File: src/rtl/gp_timer_pkg.sv
`timescale 1ns/1ps
package gp_timer_pkg;

    localparam int BUS_W  = 16;
    localparam int ADDR_W = 3;

    // Word addresses of the register file
    localparam logic [ADDR_W-1:0] A_CTRL  = 3'd0;
    localparam logic [ADDR_W-1:0] A_LOAD  = 3'd1;
    localparam logic [ADDR_W-1:0] A_COUNT = 3'd2;
    localparam logic [ADDR_W-1:0] A_ICLR  = 3'd3;
    localparam logic [ADDR_W-1:0] A_STAT  = 3'd4;
    localparam logic [ADDR_W-1:0] A_CAPT  = 3'd5;

    // Control bit positions
    localparam int B_FAST = 15;
    localparam int B_EN   = 7;
    localparam int B_SRC  = 5;
    localparam int B_PER  = 3;
    localparam int B_UP   = 2;

    typedef enum logic {
        ST_IDLE = 1'b0,
        ST_RUN  = 1'b1
    } run_st_e;

    typedef struct packed {
        logic       fast;
        logic       en;
        logic [1:0] src;
        logic       per;
        logic       up;
        logic [1:0] pre;
    } ctrl_t;

endpackage

File: src/rtl/gp_timer_prescale.sv
`timescale 1ns/1ps
module gp_timer_prescale #(
    parameter int PRE_W = 8
) (
    input  logic       clk,
    input  logic       rst_n,
    input  logic       run,
    input  logic       restart,
    input  logic       fast,
    input  logic [1:0] pre,
    output logic       tick
);

    logic [PRE_W-1:0] pc_q;
    logic [PRE_W-1:0] last;

    // Terminal value of the divider for each code
    always_comb begin
        unique case (pre)
            2'b00:   last = fast ? PRE_W'(0) : PRE_W'(3);
            2'b01:   last = PRE_W'(15);
            2'b10:   last = PRE_W'(63);
            default: last = PRE_W'(255);
        endcase
    end

    assign tick = run && (pc_q >= last);

    always_ff @(posedge clk) begin
        if (!rst_n || restart || !run) begin
            pc_q <= '0;
        end else if (pc_q >= last) begin
            pc_q <= '0;
        end else begin
            pc_q <= pc_q + 1'b1;
        end
    end

endmodule

File: src/rtl/gp_timer_counter.sv
`timescale 1ns/1ps
module gp_timer_counter #(
    parameter int CNT_W = 16
) (
    input  logic             clk,
    input  logic             rst_n,
    input  logic             load_now,
    input  logic [CNT_W-1:0] load_val,
    input  logic             tick,
    input  logic             up,
    input  logic             periodic,
    output logic [CNT_W-1:0] count,
    output logic             tmo_evt
);

    logic at_end;

    assign at_end  = up ? (count == {CNT_W{1'b1}}) : (count == '0);
    assign tmo_evt = tick && at_end;

    always_ff @(posedge clk) begin
        if (!rst_n) begin
            count <= '0;
        end else if (load_now) begin
            count <= load_val;
        end else if (tick) begin
            if (at_end) begin
                count <= periodic ? load_val : (up ? '0 : {CNT_W{1'b1}});
            end else if (up) begin
                count <= count + 1'b1;
            end else begin
                count <= count - 1'b1;
            end
        end
    end

endmodule

File: src/rtl/gp_timer_flags.sv
`timescale 1ns/1ps
module gp_timer_flags #(
    parameter int CNT_W = 16
) (
    input  logic             clk,
    input  logic             rst_n,
    input  logic             tmo_evt,
    input  logic             cap_in,
    input  logic [CNT_W-1:0] count,
    input  logic             clr_tmo,
    input  logic             clr_cap,
    output logic             tmo_flag,
    output logic             cap_flag,
    output logic             cap_evt,
    output logic [CNT_W-1:0] cap_val
);

    logic cap_q;

    assign cap_evt = cap_in && !cap_q;

    always_ff @(posedge clk) begin
        if (!rst_n) begin
            cap_q    <= 1'b0;
            tmo_flag <= 1'b0;
            cap_flag <= 1'b0;
            cap_val  <= '0;
        end else begin
            cap_q <= cap_in;
            // a fresh event outranks a clear in the same cycle
            if (tmo_evt)      tmo_flag <= 1'b1;
            else if (clr_tmo) tmo_flag <= 1'b0;
            if (cap_evt) begin
                cap_flag <= 1'b1;
                cap_val  <= count;
            end else if (clr_cap) begin
                cap_flag <= 1'b0;
            end
        end
    end

endmodule

File: src/rtl/gp_timer.sv
`timescale 1ns/1ps
module gp_timer
    import gp_timer_pkg::*;
#(
    parameter int CNT_W = 16,
    parameter int PRE_W = 8
) (
    input  logic              clk,
    input  logic              rst_n,
    input  logic              bus_we,
    input  logic [ADDR_W-1:0] bus_addr,
    input  logic [BUS_W-1:0]  bus_wdata,
    output logic [BUS_W-1:0]  bus_rdata,
    input  logic              cap_in,
    output logic              irq
);

    run_st_e          state_q, state_nx;
    ctrl_t            ctrl_q;
    logic [BUS_W-1:0] load_q;
    logic             ctrl_wr, load_wr;
    logic             clr_tmo, clr_cap;
    logic             state_run, load_now, run;
    logic             tick, tmo_evt;
    logic             tmo_flag, cap_flag, cap_evt;
    logic [CNT_W-1:0] count, cap_val;
    logic             unused_bits;

    assign unused_bits = ^{bus_wdata[14:8], bus_wdata[4]};

    assign ctrl_wr = bus_we && (bus_addr == A_CTRL);
    assign load_wr = bus_we && (bus_addr == A_LOAD);
    assign clr_tmo = bus_we && (bus_addr == A_ICLR) && bus_wdata[0];
    assign clr_cap = bus_we && (bus_addr == A_ICLR) && bus_wdata[1];

    // Control and load registers
    always_ff @(posedge clk) begin
        if (!rst_n) begin
            ctrl_q <= '0;
            load_q <= '0;
        end else begin
            if (ctrl_wr) begin
                ctrl_q.fast <= bus_wdata[B_FAST];
                ctrl_q.en   <= bus_wdata[B_EN];
                ctrl_q.src  <= bus_wdata[B_SRC+1:B_SRC];
                ctrl_q.per  <= bus_wdata[B_PER];
                ctrl_q.up   <= bus_wdata[B_UP];
                ctrl_q.pre  <= bus_wdata[1:0];
            end
            if (load_wr) load_q <= bus_wdata;
        end
    end

    // State register
    always_ff @(posedge clk) begin
        if (!rst_n) state_q <= ST_IDLE;
        else        state_q <= state_nx;
    end

    // Next-state logic: START and STOP transitions
    always_comb begin
        state_nx = state_q;
        unique case (state_q)
            ST_IDLE: if (ctrl_wr &&  bus_wdata[B_EN]) state_nx = ST_RUN;
            ST_RUN:  if (ctrl_wr && !bus_wdata[B_EN]) state_nx = ST_IDLE;
            default: state_nx = ST_IDLE;
        endcase
    end

    // State outputs
    always_comb begin
        state_run = 1'b0;
        load_now  = 1'b0;
        unique case (state_q)
            ST_IDLE: load_now  = (state_nx == ST_RUN);
            ST_RUN:  state_run = 1'b1;
            default: ;
        endcase
        run = state_run && (ctrl_q.src == 2'b00);
    end

    gp_timer_prescale #(.PRE_W(PRE_W)) u_pre (
        .clk     (clk),
        .rst_n   (rst_n),
        .run     (run),
        .restart (load_now),
        .fast    (ctrl_q.fast),
        .pre     (ctrl_q.pre),
        .tick    (tick)
    );

    gp_timer_counter #(.CNT_W(CNT_W)) u_cnt (
        .clk      (clk),
        .rst_n    (rst_n),
        .load_now (load_now),
        .load_val (load_q[CNT_W-1:0]),
        .tick     (tick),
        .up       (ctrl_q.up),
        .periodic (ctrl_q.per),
        .count    (count),
        .tmo_evt  (tmo_evt)
    );

    gp_timer_flags #(.CNT_W(CNT_W)) u_flg (
        .clk      (clk),
        .rst_n    (rst_n),
        .tmo_evt  (tmo_evt),
        .cap_in   (cap_in),
        .count    (count),
        .clr_tmo  (clr_tmo),
        .clr_cap  (clr_cap),
        .tmo_flag (tmo_flag),
        .cap_flag (cap_flag),
        .cap_evt  (cap_evt),
        .cap_val  (cap_val)
    );

    assign irq = tmo_flag || cap_flag;

    // Register read mux
    always_comb begin
        bus_rdata = '0;
        case (bus_addr)
            A_CTRL: begin
                bus_rdata[B_FAST]          = ctrl_q.fast;
                bus_rdata[B_EN]            = ctrl_q.en;
                bus_rdata[B_SRC+1:B_SRC]   = ctrl_q.src;
                bus_rdata[B_PER]           = ctrl_q.per;
                bus_rdata[B_UP]            = ctrl_q.up;
                bus_rdata[1:0]             = ctrl_q.pre;
            end
            A_LOAD:  bus_rdata = load_q;
            A_COUNT: bus_rdata = BUS_W'(count);
            A_STAT:  bus_rdata = {{(BUS_W-2){1'b0}}, cap_flag, tmo_flag};
            A_CAPT:  bus_rdata = BUS_W'(cap_val);
            default: bus_rdata = '0;
        endcase
    end

endmodule

File: config.mk
export PLATFORM = sky130hd
export DESIGN_NAME = gp_timer
export DESIGN_NICKNAME = d
export VERILOG_FILES = /design/src/rtl/gp_timer_pkg.sv /design/src/rtl/gp_timer_prescale.sv /design/src/rtl/gp_timer_counter.sv /design/src/rtl/gp_timer_flags.sv /design/src/rtl/gp_timer.sv
export SDC_FILE = /design/constraint.sdc
export NUM_CORES = 1
export LEC_CHECK = 0
export BUFFER_PORTS_ARGS = -buffer_cell sky130_fd_sc_hd__buf_2
export CAP_MARGIN = 5
export CORE_UTILIZATION = 60
export CTS_BUF_LIST = sky130_fd_sc_hd__clkbuf_16
export DETAILED_ROUTE_END_ITERATION = 6
export PLACE_DENSITY_LB_ADDON = 0.15
export SETUP_SLACK_MARGIN = 0.1
export SLEW_MARGIN = 20
export SYNTH_ARGS = -nofsm -noshare
export SYNTH_HDL_FRONTEND = slang
export SYNTH_SLANG_ARGS = --single-unit
File: constraint.sdc
create_clock -name clk -period 3.3 [get_ports clk]
set_input_delay 0.66 -clock clk [delete_from_list [all_inputs] [get_ports clk]]
set_output_delay 0.66 -clock clk [all_outputs]
set_load 0.01 [all_outputs]
==> impl_results.md, run 1 <==
* Die Ht at just under 90 um
* CP Cell Sequence: clkinvlp_4 -> buf_12 -> ha_1 -> and3_1 -> a22oi_1 -> a211oi_1 -> nor4_1 -> nor4_1 -> nor3_1
* RSZ-0062 raised after global routing: false
* Fin util at 71.66%
* First-pass GRT wire length at around 21000 um
* Root buffer selected by CTS: clkbuf_16
* Hold Path Class: flip-flop to flip-flop
* Final worst-path cycle share at between 80% and 90%
* Most numerous cell in the Yosys netlist: nand2_1
* Width of the chip at around 87 um
* N_diodes at 0
* Startpoint types: flip-flop
* Final hold vios at 0
* Clk slew on worst S/H paths at ~0.060 ns
* Setup-failing EPs final at 0
* Row count at 30
* Syn nets at around 620
* Area occupied by multi-input gates at between 0.002 and 0.003 mm2
* Leak at 1.960 nW
* Initial core utilization at between 60% and 70%
* Crit-path max FO at 11
* Die area at 0.007655 mm2
* GRT Resource Usage Total at around a third
* Worst-Margin Slew at just under 0.7 ns
* Core Area at 0.006944 mm2
* CP Class: flip-flop to flip-flop
* Final total negative setup slack at 0 ns
* H-tree levels at 3
* Synth warnings at 0
* FILL cells at ~560
* Max stage delay on crit path at roughly 0.55 ns
* Number of flops mapped to enable cells by yosys at 0
* Distinct cells, synth at between 60 and 70
* Skew-Pair Late Insertion Delay at 0.33 ns
* Syn_area_per_cell at between 7 and 8 um2
* Peak supply drop at between 0.2 and 0.3 mV
* Top post-synthesis cells by count: 112 x nand2_1, 68 x dfxtp_1, 67 x a21oi_1, 39 x nor2_1, 28 x o21ai_0
* Gate Count Post-Synth at 572
* Synthesized area at roughly 0.0044 mm2
* Relative slew slack at a little over half
* DR pass1 iterations at 7
* Total number of vias at 4459
* CTS sink count at 68
* Post-route minimum period at 2.937 ns
* Seq/Total Area, Yosys at between 30% and 40%
* Largest area contributor in the netlist: dfxtp_1
* Seq. cell area at 0.001361 mm2
* Pin count of the biggest net entering global routing at 37
* Vias in the first global route at between 4000 and 5000
* Crit path buf inv count at 2
* IO Pins at 40
* WP data required at between 3 and 4 ns
* Initial antenna violation count at 0
* Crit-path slowest cell: dfxtp_1
* Longest Clk Path Bufs at 2
* 1st-iter DRT viols at 458
* IO buf count at 39
* Area delta synth->final at 13.47%
* Fin nets at 652
* Post-CTS Hold Buffers at 0
* DRC violations left at 2
* WL/cell at 18.04 um
* Worst Skew at between 0.002 and 0.003 ns
* Grt ovf at 0
* Crit path capture type: flip-flop
* Flops & latches, synth at slightly below 70
* Top cells by area, synth: dfxtp_1 31%, nand2_1 9.6%, a21oi_1 7.6%
* CTS buffer count at 9
* Crit-path leading delay family: simple AND/OR/NAND/NOR gates
* Max_cap viols at 0
* Top_reg_cell synth: dfxtp_1
* RD Place Congestion at 0.9341
* Violated checks: DRC
* Status: complete, but fails checks
* Max Freq at about 0.34 GHz
* Final Max Tran Viols at 0
* Worst path arrival time at between 3 and 4 ns
* Ys async rst share at 0%
* Synth top area share at 31.04%
* Power per Cell Area at 447.3 mW/mm2
* Vias per Instance at ~6.3
* Most Frequent Cell on Critical Path: nor4_1
* CTS tree: done
* Hpwl dp at ~9000 um
* Final WL at 12680 um
* Final ANT Viol Nets at 0
* Proportion of layout cells with a drive suffix above 1 at around 15%
==> power by group <==
group / switching, mW / internal, mW / total [mW]
combinational: 0.195 / 0.122 / 0.317
clock: 0.386 / 0.665 / 1.05
sequential: 0.0219 / 0.835 / 0.857
==> layer usage <==
metal	track usage [%]	vias up	share of wire (%)
li1	-	2128	-
met4	15.80	0	3.9
met1	44.99	2033	41
met3	6.730	54	9.6
met2	57.03	244	45
met5	0	-	0
==> area by class of cell <==
cell class	count	share of cell area, %
clock buffer	9	4.526
timing repair buffer	49	5.683
multi-input combinational	456	56.60
tap	96	2.414
sequential	68	27.36
clock inverter	7	1.986
inverter	18	1.433
==> cells in the final DEF, fill, tap and decap left out, drive strengths merged, types with 4 or more instances in the layout <==
cell type / synthesis / routed
nor4: 10 / 10
nor2b: 8 / 8
buf: 9 / 49
nand3: 12 / 12
a21o: 5 / 5
xnor2: 5 / 5
clkbuf: 21 / 9
a2bb2oi: 5 / 5
nor3: 9 / 9
mux2i: 11 / 11
o22ai: 5 / 5
a21oi: 67 / 67
nand2: 113 / 113
o21a: 4 / 4
o21ai: 42 / 42
xor2: 7 / 7
a211oi: 8 / 8
o211ai: 4 / 4
a22oi: 10 / 10
nor2: 40 / 40
inv: 18 / 18
dfxtp: 68 / 68
a211o: 4 / 4
a31oi: 6 / 6
or2: 5 / 5
nand4: 6 / 6
ha: 26 / 26
==> path summary, 6_finish.rpt <==
path	slack, ns	start	to	cells after the start
worst max-delay path	0.36	ctrl_q[2]$_SDFFE_PN0P_	u_cnt.count[13]$_SDFFE_PN0P_	9
worst min-delay path	0.45	ctrl_q[6]$_SDFFE_PN0P_	ctrl_q[6]$_SDFFE_PN0P_	2
worst max register to register	0.36	ctrl_q[2]$_SDFFE_PN0P_	u_cnt.count[13]$_SDFFE_PN0P_	9
worst min register to register	0.45	ctrl_q[6]$_SDFFE_PN0P_	ctrl_q[6]$_SDFFE_PN0P_	2
==> per-stage QoR <==
step	std cells	instance area (um2)	total power [mW]	hold WS (ns)	setup slack, ns
global placement	684	4613	1.173	0.4426	0.4669
floorplan	572	4385	1.102	0.4329	0.7980
detailed placement	684	4613	1.177	0.4469	0.4277
CTS	700	4937	2.218	0.4553	0.3845
global route	703	4976	2.292	0.4732	0.1810
finish	703	4976	2.226	0.4542	0.3626
==> tightest hold or removal path, stage by stage, from the launching register on <==
cell	delay (ns)
dfxtp_1	0.31
nand2_1	0.05
a21oi_1	0.05
==> state kept, by name, summed over array words and instances, names as in the netlist <==
name            cells
ctrl_q              8
u_pre.pc_q          8
u_flg.cap_flag      1
load_q             16
state_q             1
u_flg.tmo_flag      1
u_flg.cap_val      16
u_cnt.count        16
u_flg.cap_q         1
==> timing repair <==
action | in CTS | in global routing
setup endpoints to repair | 0 | 1
gates resized for setup | 0 | 1
setup buffers | 0 | 3
==> logic make-up after synthesis <==
group,after synthesis,share of synthesized area (%)
buffers and inverters,48,4.736
multiplexers,14,3.538
AND/OR/NAND/NOR,219,23.20
adder cells (fa/ha/maj),27,7.874
XOR/XNOR,12,2.397
flip-flops,68,31.04
AO/OA/AOI/OAI,184,27.22
Power figures use the tool's default switching activity.
==> inputs of run 2 (changes only) <==
--- a/config.mk
+++ b/config.mk
@@ -7,10 +7,12 @@
 export LEC_CHECK = 0
 export BUFFER_PORTS_ARGS = -buffer_cell sky130_fd_sc_hd__buf_2
 export CAP_MARGIN = 5
+export CORE_MARGIN = 4
 export CORE_UTILIZATION = 60
 export CTS_BUF_LIST = sky130_fd_sc_hd__clkbuf_16
 export DETAILED_ROUTE_END_ITERATION = 6
 export PLACE_DENSITY_LB_ADDON = 0.15
+export REMOVE_ABC_BUFFERS = 1
 export SETUP_SLACK_MARGIN = 0.1
 export SLEW_MARGIN = 20
 export SYNTH_ARGS = -nofsm -noshare
==> impl_results.md, run 2 (synthesis gave the netlist of run 1 again) <==
* Initial core utilization at between 60% and 70%
* Total number of vias at about 4400
* Most common cell after layout, fill and taps aside: nand2_1
* Die Ht at roughly 93 um
* Proportion of layout cells with a drive suffix above 1 at 14.45%
* Crit-path max FO at 8
* Area delta synth->final at 13.35%
* H-tree levels at 3
* GRT Resource Usage Total at between 20% and 30%
* Commonest non-fill, non-tap cells in the layout: 112 x nand2_1, 68 x dfxtp_1, 67 x a21oi_1
* Final WL at 12700 um
* Final worst-path cycle share at a little over 90%
* Worst path arrival time at ~3.2 ns
* Hpwl dp at between 8000 and 9000 um
* Hold WS at ~0.46 ns
* Post-CTS Hold Buffers at 0
* WL/cell at 18.02 um
* Vias in the first global route at between 4000 and 5000
* Combinational fraction of design power at between 10% and 20%
* NetSw at just under 0.6 mW
* Crit path capture type: flip-flop
* Row count at 30
* CTS buffer count at 9
* Status: complete, no violations
* Width of the chip at between 90 and 100 um
* Max Freq at 0.3315 GHz
* Total Power at 2.198 mW
* IO buf count at 39
* Setup-failing EPs final at 0
* Non-Filler Instances at ~710
* CTS sink count at between 60 and 70
* Grt ovf at 0
* Pin count of the biggest net entering global routing at 30
* Sw Share at a little over a quarter
* Fin nets at around 650
* Final total negative setup slack at 0 ns
* Met2 usage in global routing at 45.56%
* Hold Path Class: flip-flop to flip-flop
* Int Pwr at about 1.6 mW
* Sequential cell fraction of total power at 38.9%
* Root buffer selected by CTS: clkbuf_16
* Met1 global-route usage at approximately two fifths
* Clock power share at a little under half
* Final hold vios at 0
* Worst Skew at roughly 0.0080 ns
* Post-Place Cells at between 600 and 700
* Core Area at 0.006944 mm2
* DRC violations left at 0
* Relative slew slack at 36.82%
* Peak supply drop at approximately 0.3 mV
* RD Place Congestion at 1.014
* FILL cells at roughly 570
* 1st-iter DRT viols at 529
* Final ANT Viol Nets at 0
* Initial antenna violation count at 0
* Post-route minimum period at approximately 3.0 ns
* Max_cap viols at 0
* Worst-Margin Slew at approximately 0.95 ns
* Skew-Pair Late Insertion Delay at around 0.34 ns
* Vias per Instance at between 6 and 7
* CTS tree: done
* GR Util met3 at roughly 6.3%
* Post-route cell area at between 0.004 and 0.005 mm2
* Busiest layer in global routing: met2
* WP data required at roughly 3.5 ns
* Post-Place Cell Area at 0.004621 mm2
* N_diodes at 0
* Startpoint types: flip-flop
* CP Class: flip-flop to flip-flop
* RSZ-0062 raised after global routing: false
* DR pass1 iterations at 6
* Die area at between 0.008 and 0.009 mm2
* Clk slew on worst S/H paths at approximately 0.06 ns
* Largest registers: load_q x16, u_cnt.count x16, u_flg.cap_val x16
* IO Pins at 40
* First-pass GRT wire length at 20440 um
* Longest Clk Path Bufs at 2
* Power per Cell Area at about 440 mW/mm2
* Leak at slightly below 2 nW
* Final Max Tran Viols at 0
-- run 2: path summary, 6_finish.rpt --
path	startpoint	endpoint	slack, ns	depth (start not counted)
min	u_flg.cap_val[11]$_SDFFE_PN0P_	u_flg.cap_val[11]$_SDFFE_PN0P_	0.46	2
max	ctrl_q[2]$_SDFFE_PN0P_	u_cnt.count[12]$_SDFFE_PN0P_	0.28	9
min reg2reg	u_flg.cap_val[11]$_SDFFE_PN0P_	u_flg.cap_val[11]$_SDFFE_PN0P_	0.46	2
max reg2reg	ctrl_q[2]$_SDFFE_PN0P_	u_cnt.count[12]$_SDFFE_PN0P_	0.28	9
-- run 2: routing by layer --
layer | routed length, um | vias to the layer above
met4 | 304 | 0
met1 | 5388 | 2015
met5 | 0 | -
li1 | - | 2136
met3 | 1486 | 31
met2 | 5521 | 265
-- run 2: power by group through the flow --
stage / registers [mW] / logic [mW] / clock network [mW]
detailed placement: 0.872 / 0.308 / 0
global route: 0.856 / 0.349 / 1.07
CTS: 0.854 / 0.312 / 1.02
floorplan: 0.864 / 0.213 / 0
global placement: 0.871 / 0.301 / 0
finish: 0.856 / 0.320 / 1.02
-- run 2: worst max-delay path: stages (launching register included) --
cell        delay [ns]
dfxtp_1           0.54
clkinvlp_4        0.28
buf_4             0.22
ha_1              0.36
a21oi_1           0.26
o22ai_1           0.19
a211o_1           0.36
xor2_1            0.18
a2111oi_2         0.37
nor3_1            0.11
-- run 2: through the flow --
step / util, % / setup WS [ns]
CTS: 71.10 / 0.3309
floorplan: - / 0.7325
global placement: 66.54 / 0.4487
global route: 71.59 / 0.1307
detailed placement: 66.54 / 0.3716
finish: 71.59 / 0.2839
-- run 2: area by class of cell --
| type | count | area (um2) | share of cell area [%] |
|---|---|---|---|
| clock buffers | 9 | 225.2 | 4.531 |
| flip-flops and latches | 68 | 1361 | 27.38 |
| clock inverters | 7 | 91.34 | 1.837 |
| repair buffers | 51 | 285.3 | 5.739 |
| inverters | 18 | 71.32 | 1.435 |
| multi-input cells | 456 | 2816 | 56.66 |
| well taps | 96 | 120.1 | 2.416 |
-- run 2: timing repair --
item                       4_1_cts  5_1_grt
resized for setup                0        1
setup endpoints to repair        0        1
buffers inserted                 0        4
==> inputs of run 3 (changes only) <==
--- a/config.mk
+++ b/config.mk
@@ -9,7 +9,7 @@
 export CAP_MARGIN = 5
 export CORE_MARGIN = 4
 export CORE_UTILIZATION = 60
-export CTS_BUF_LIST = sky130_fd_sc_hd__clkbuf_16
+export CTS_BUF_LIST = sky130_fd_sc_hd__clkbuf_2
 export DETAILED_ROUTE_END_ITERATION = 6
 export PLACE_DENSITY_LB_ADDON = 0.15
 export REMOVE_ABC_BUFFERS = 1
==> impl_results.md, run 3 (synthesis gave the netlist of run 1 again) <==
* Vias per Instance at about 6.2
* Post-route cell area at ~0.0048 mm2
* Final WL at 12340 um
* Crit-path leading delay family: compound AO/OA/AOI/OAI gates
* Max Freq at 0.3278 GHz
* Die area at ~0.0087 mm2
* Final ANT Viol Nets at 0
* Setup-failing EPs final at 0
* GRT Resource Usage Total at about 29%
* CP Class: flip-flop to flip-flop
* Worst path arrival time at around 3.5 ns
* CTS sink count at 68
* IO buf count at 39
* Final Max Tran Viols at 0
* IO Pins at 40
* RD Place Congestion at just over 1
* 1st-iter DRT viols at 415
* Startpoint types: flip-flop
* DRC violations left at 0
* Post-route minimum period at a little over 3 ns
* Post-Place Cell Area at approximately 0.0046 mm2
* Area delta synth->final at 9.244%
* Row count at 30
* Grt ovf at 0
* Hold Path Class: primary input to flip-flop
* Width of the chip at between 90 and 100 um
* CP Cell Sequence: clkinvlp_4 -> buf_4 -> ha_1 -> and3_1 -> a22oi_1 -> a21oi_1 -> a211o_1 -> a311oi_1 -> a211oi_1
* DR pass1 iterations at 6
* Max_cap viols at 0
* Final total negative setup slack at 0 ns
* Most common cell after layout, fill and taps aside: nand2_1
* Die Ht at roughly 93 um
* Status: complete, no violations
* Total Power at ~1.7 mW
* Clk slew on worst S/H paths at roughly 0.21 ns
* Pin count of the biggest net entering global routing at 30
* WP data required at between 3 and 4 ns
* Proportion of layout cells with a drive suffix above 1 at between 10% and 20%
* Peak supply drop at around 0.38 mV
* Largest registers: load_q x16, u_cnt.count x16, u_flg.cap_val x16
* Root buffer selected by CTS: clkbuf_2
* Total number of vias at between 4000 and 5000
* CTS buffer count at 9
* Fin nets at approximately 650
* Core Area at about 0.0069 mm2
* WL/cell at 17.50 um
* CTS tree: done
* Longest Clk Path Bufs at 2
* Skew-Pair Late Insertion Delay at about 0.53 ns
* Crit-path max FO at 8
* N_diodes at 0
* Crit-path slowest cell: dfxtp_1
* Power per Cell Area at ~360 mW/mm2
* H-tree levels at 3
* FILL cells at approximately 600
* Initial antenna violation count at 0
* Crit path capture type: flip-flop
* Worst-Margin Slew at around 0.94 ns
* First-pass GRT wire length at approximately 20000 um
* Max stage delay on crit path at 0.59 ns
* Relative slew slack at a little under two fifths
* Vias in the first global route at 4026
* Commonest non-fill, non-tap cells in the layout: 112 x nand2_1, 68 x dfxtp_1, 67 x a21oi_1
* Hold WS at roughly 0.34 ns
* Hpwl dp at roughly 9000 um
* Crit path buf inv count at 2
* Final worst-path cycle share at 92.44%
* RSZ-0062 raised after global routing: false
* PnR worst setup slack at 0.2495 ns
* Leak at approximately 1.9 nW
* Final hold vios at 0
* DP Worst Slack at 0.3716 ns
* Initial core utilization at between 60 and 70%
* Worst Skew at 0.03712 ns
-- run 3: cell counts in the layout (fill, tap and decap cells not counted) --
Identical to the previous run, type by type.
-- run 3: final cells by class --
| cell class | count | area (um2) | area share, % |
|---|---|---|---|
| clock buffers | 9 | 45.04 | 0.9402 |
| clock inverters | 7 | 91.34 | 1.907 |
| inverters | 18 | 71.32 | 1.489 |
| multi-input cells | 456 | 2816 | 58.79 |
| flip-flops and latches | 68 | 1361 | 28.41 |
| well taps | 96 | 120.1 | 2.507 |
| repair buffers | 51 | 285.3 | 5.955 |
-- run 3: layer usage --
layer | global-route usage, % | vias up | wire, um
li1 | - | 2128 | -
met1 | 39.84 | 1968 | 5377
met2 | 43.42 | 232 | 5380
met3 | 4.907 | 38 | 1253
met4 | 12.33 | 0 | 326
met5 | 0 | - | 0
-- run 3: repair_timing --
item                                    in CTS  in global routing
endpoints found under the setup margin       0                  1
buffers inserted                             0                  4
hold buffers                                 0                  0
gates resized for setup                      0                  1
-- run 3: final timing paths --
check / start / endpoint / slack, ns / cells after the start
hold / removal: cap_in / u_flg.cap_q$_SDFF_PN0_ / 0.34 / 2
setup / recovery: ctrl_q[2]$_SDFFE_PN0P_ / u_cnt.count[11]$_SDFFE_PN0P_ / 0.25 / 9
hold reg to reg: u_flg.cap_val[11]$_SDFFE_PN0P_ / u_flg.cap_val[11]$_SDFFE_PN0P_ / 0.47 / 2
setup reg to reg: ctrl_q[2]$_SDFFE_PN0P_ / u_cnt.count[11]$_SDFFE_PN0P_ / 0.25 / 9
-- run 3: through the flow --
stage          std cells  util (%)
3_5_place_dp         685     66.54
2_1_floorplan        542         -
4_1_cts              701     68.50
3_3_place_gp         685     66.54
5_1_grt              705     68.99
6_report             705     68.99
-- run 3: report_power, final --
group | total, mW | switching [mW] | leakage [nW] | internal [mW]
registers | 0.857 | 0.0206 | 0.550 | 0.836
clock network | 0.562 | 0.315 | 0.0732 | 0.246
logic | 0.317 | 0.195 | 1.26 | 0.122
total | 1.74 | 0.531 | 1.88 | 1.20
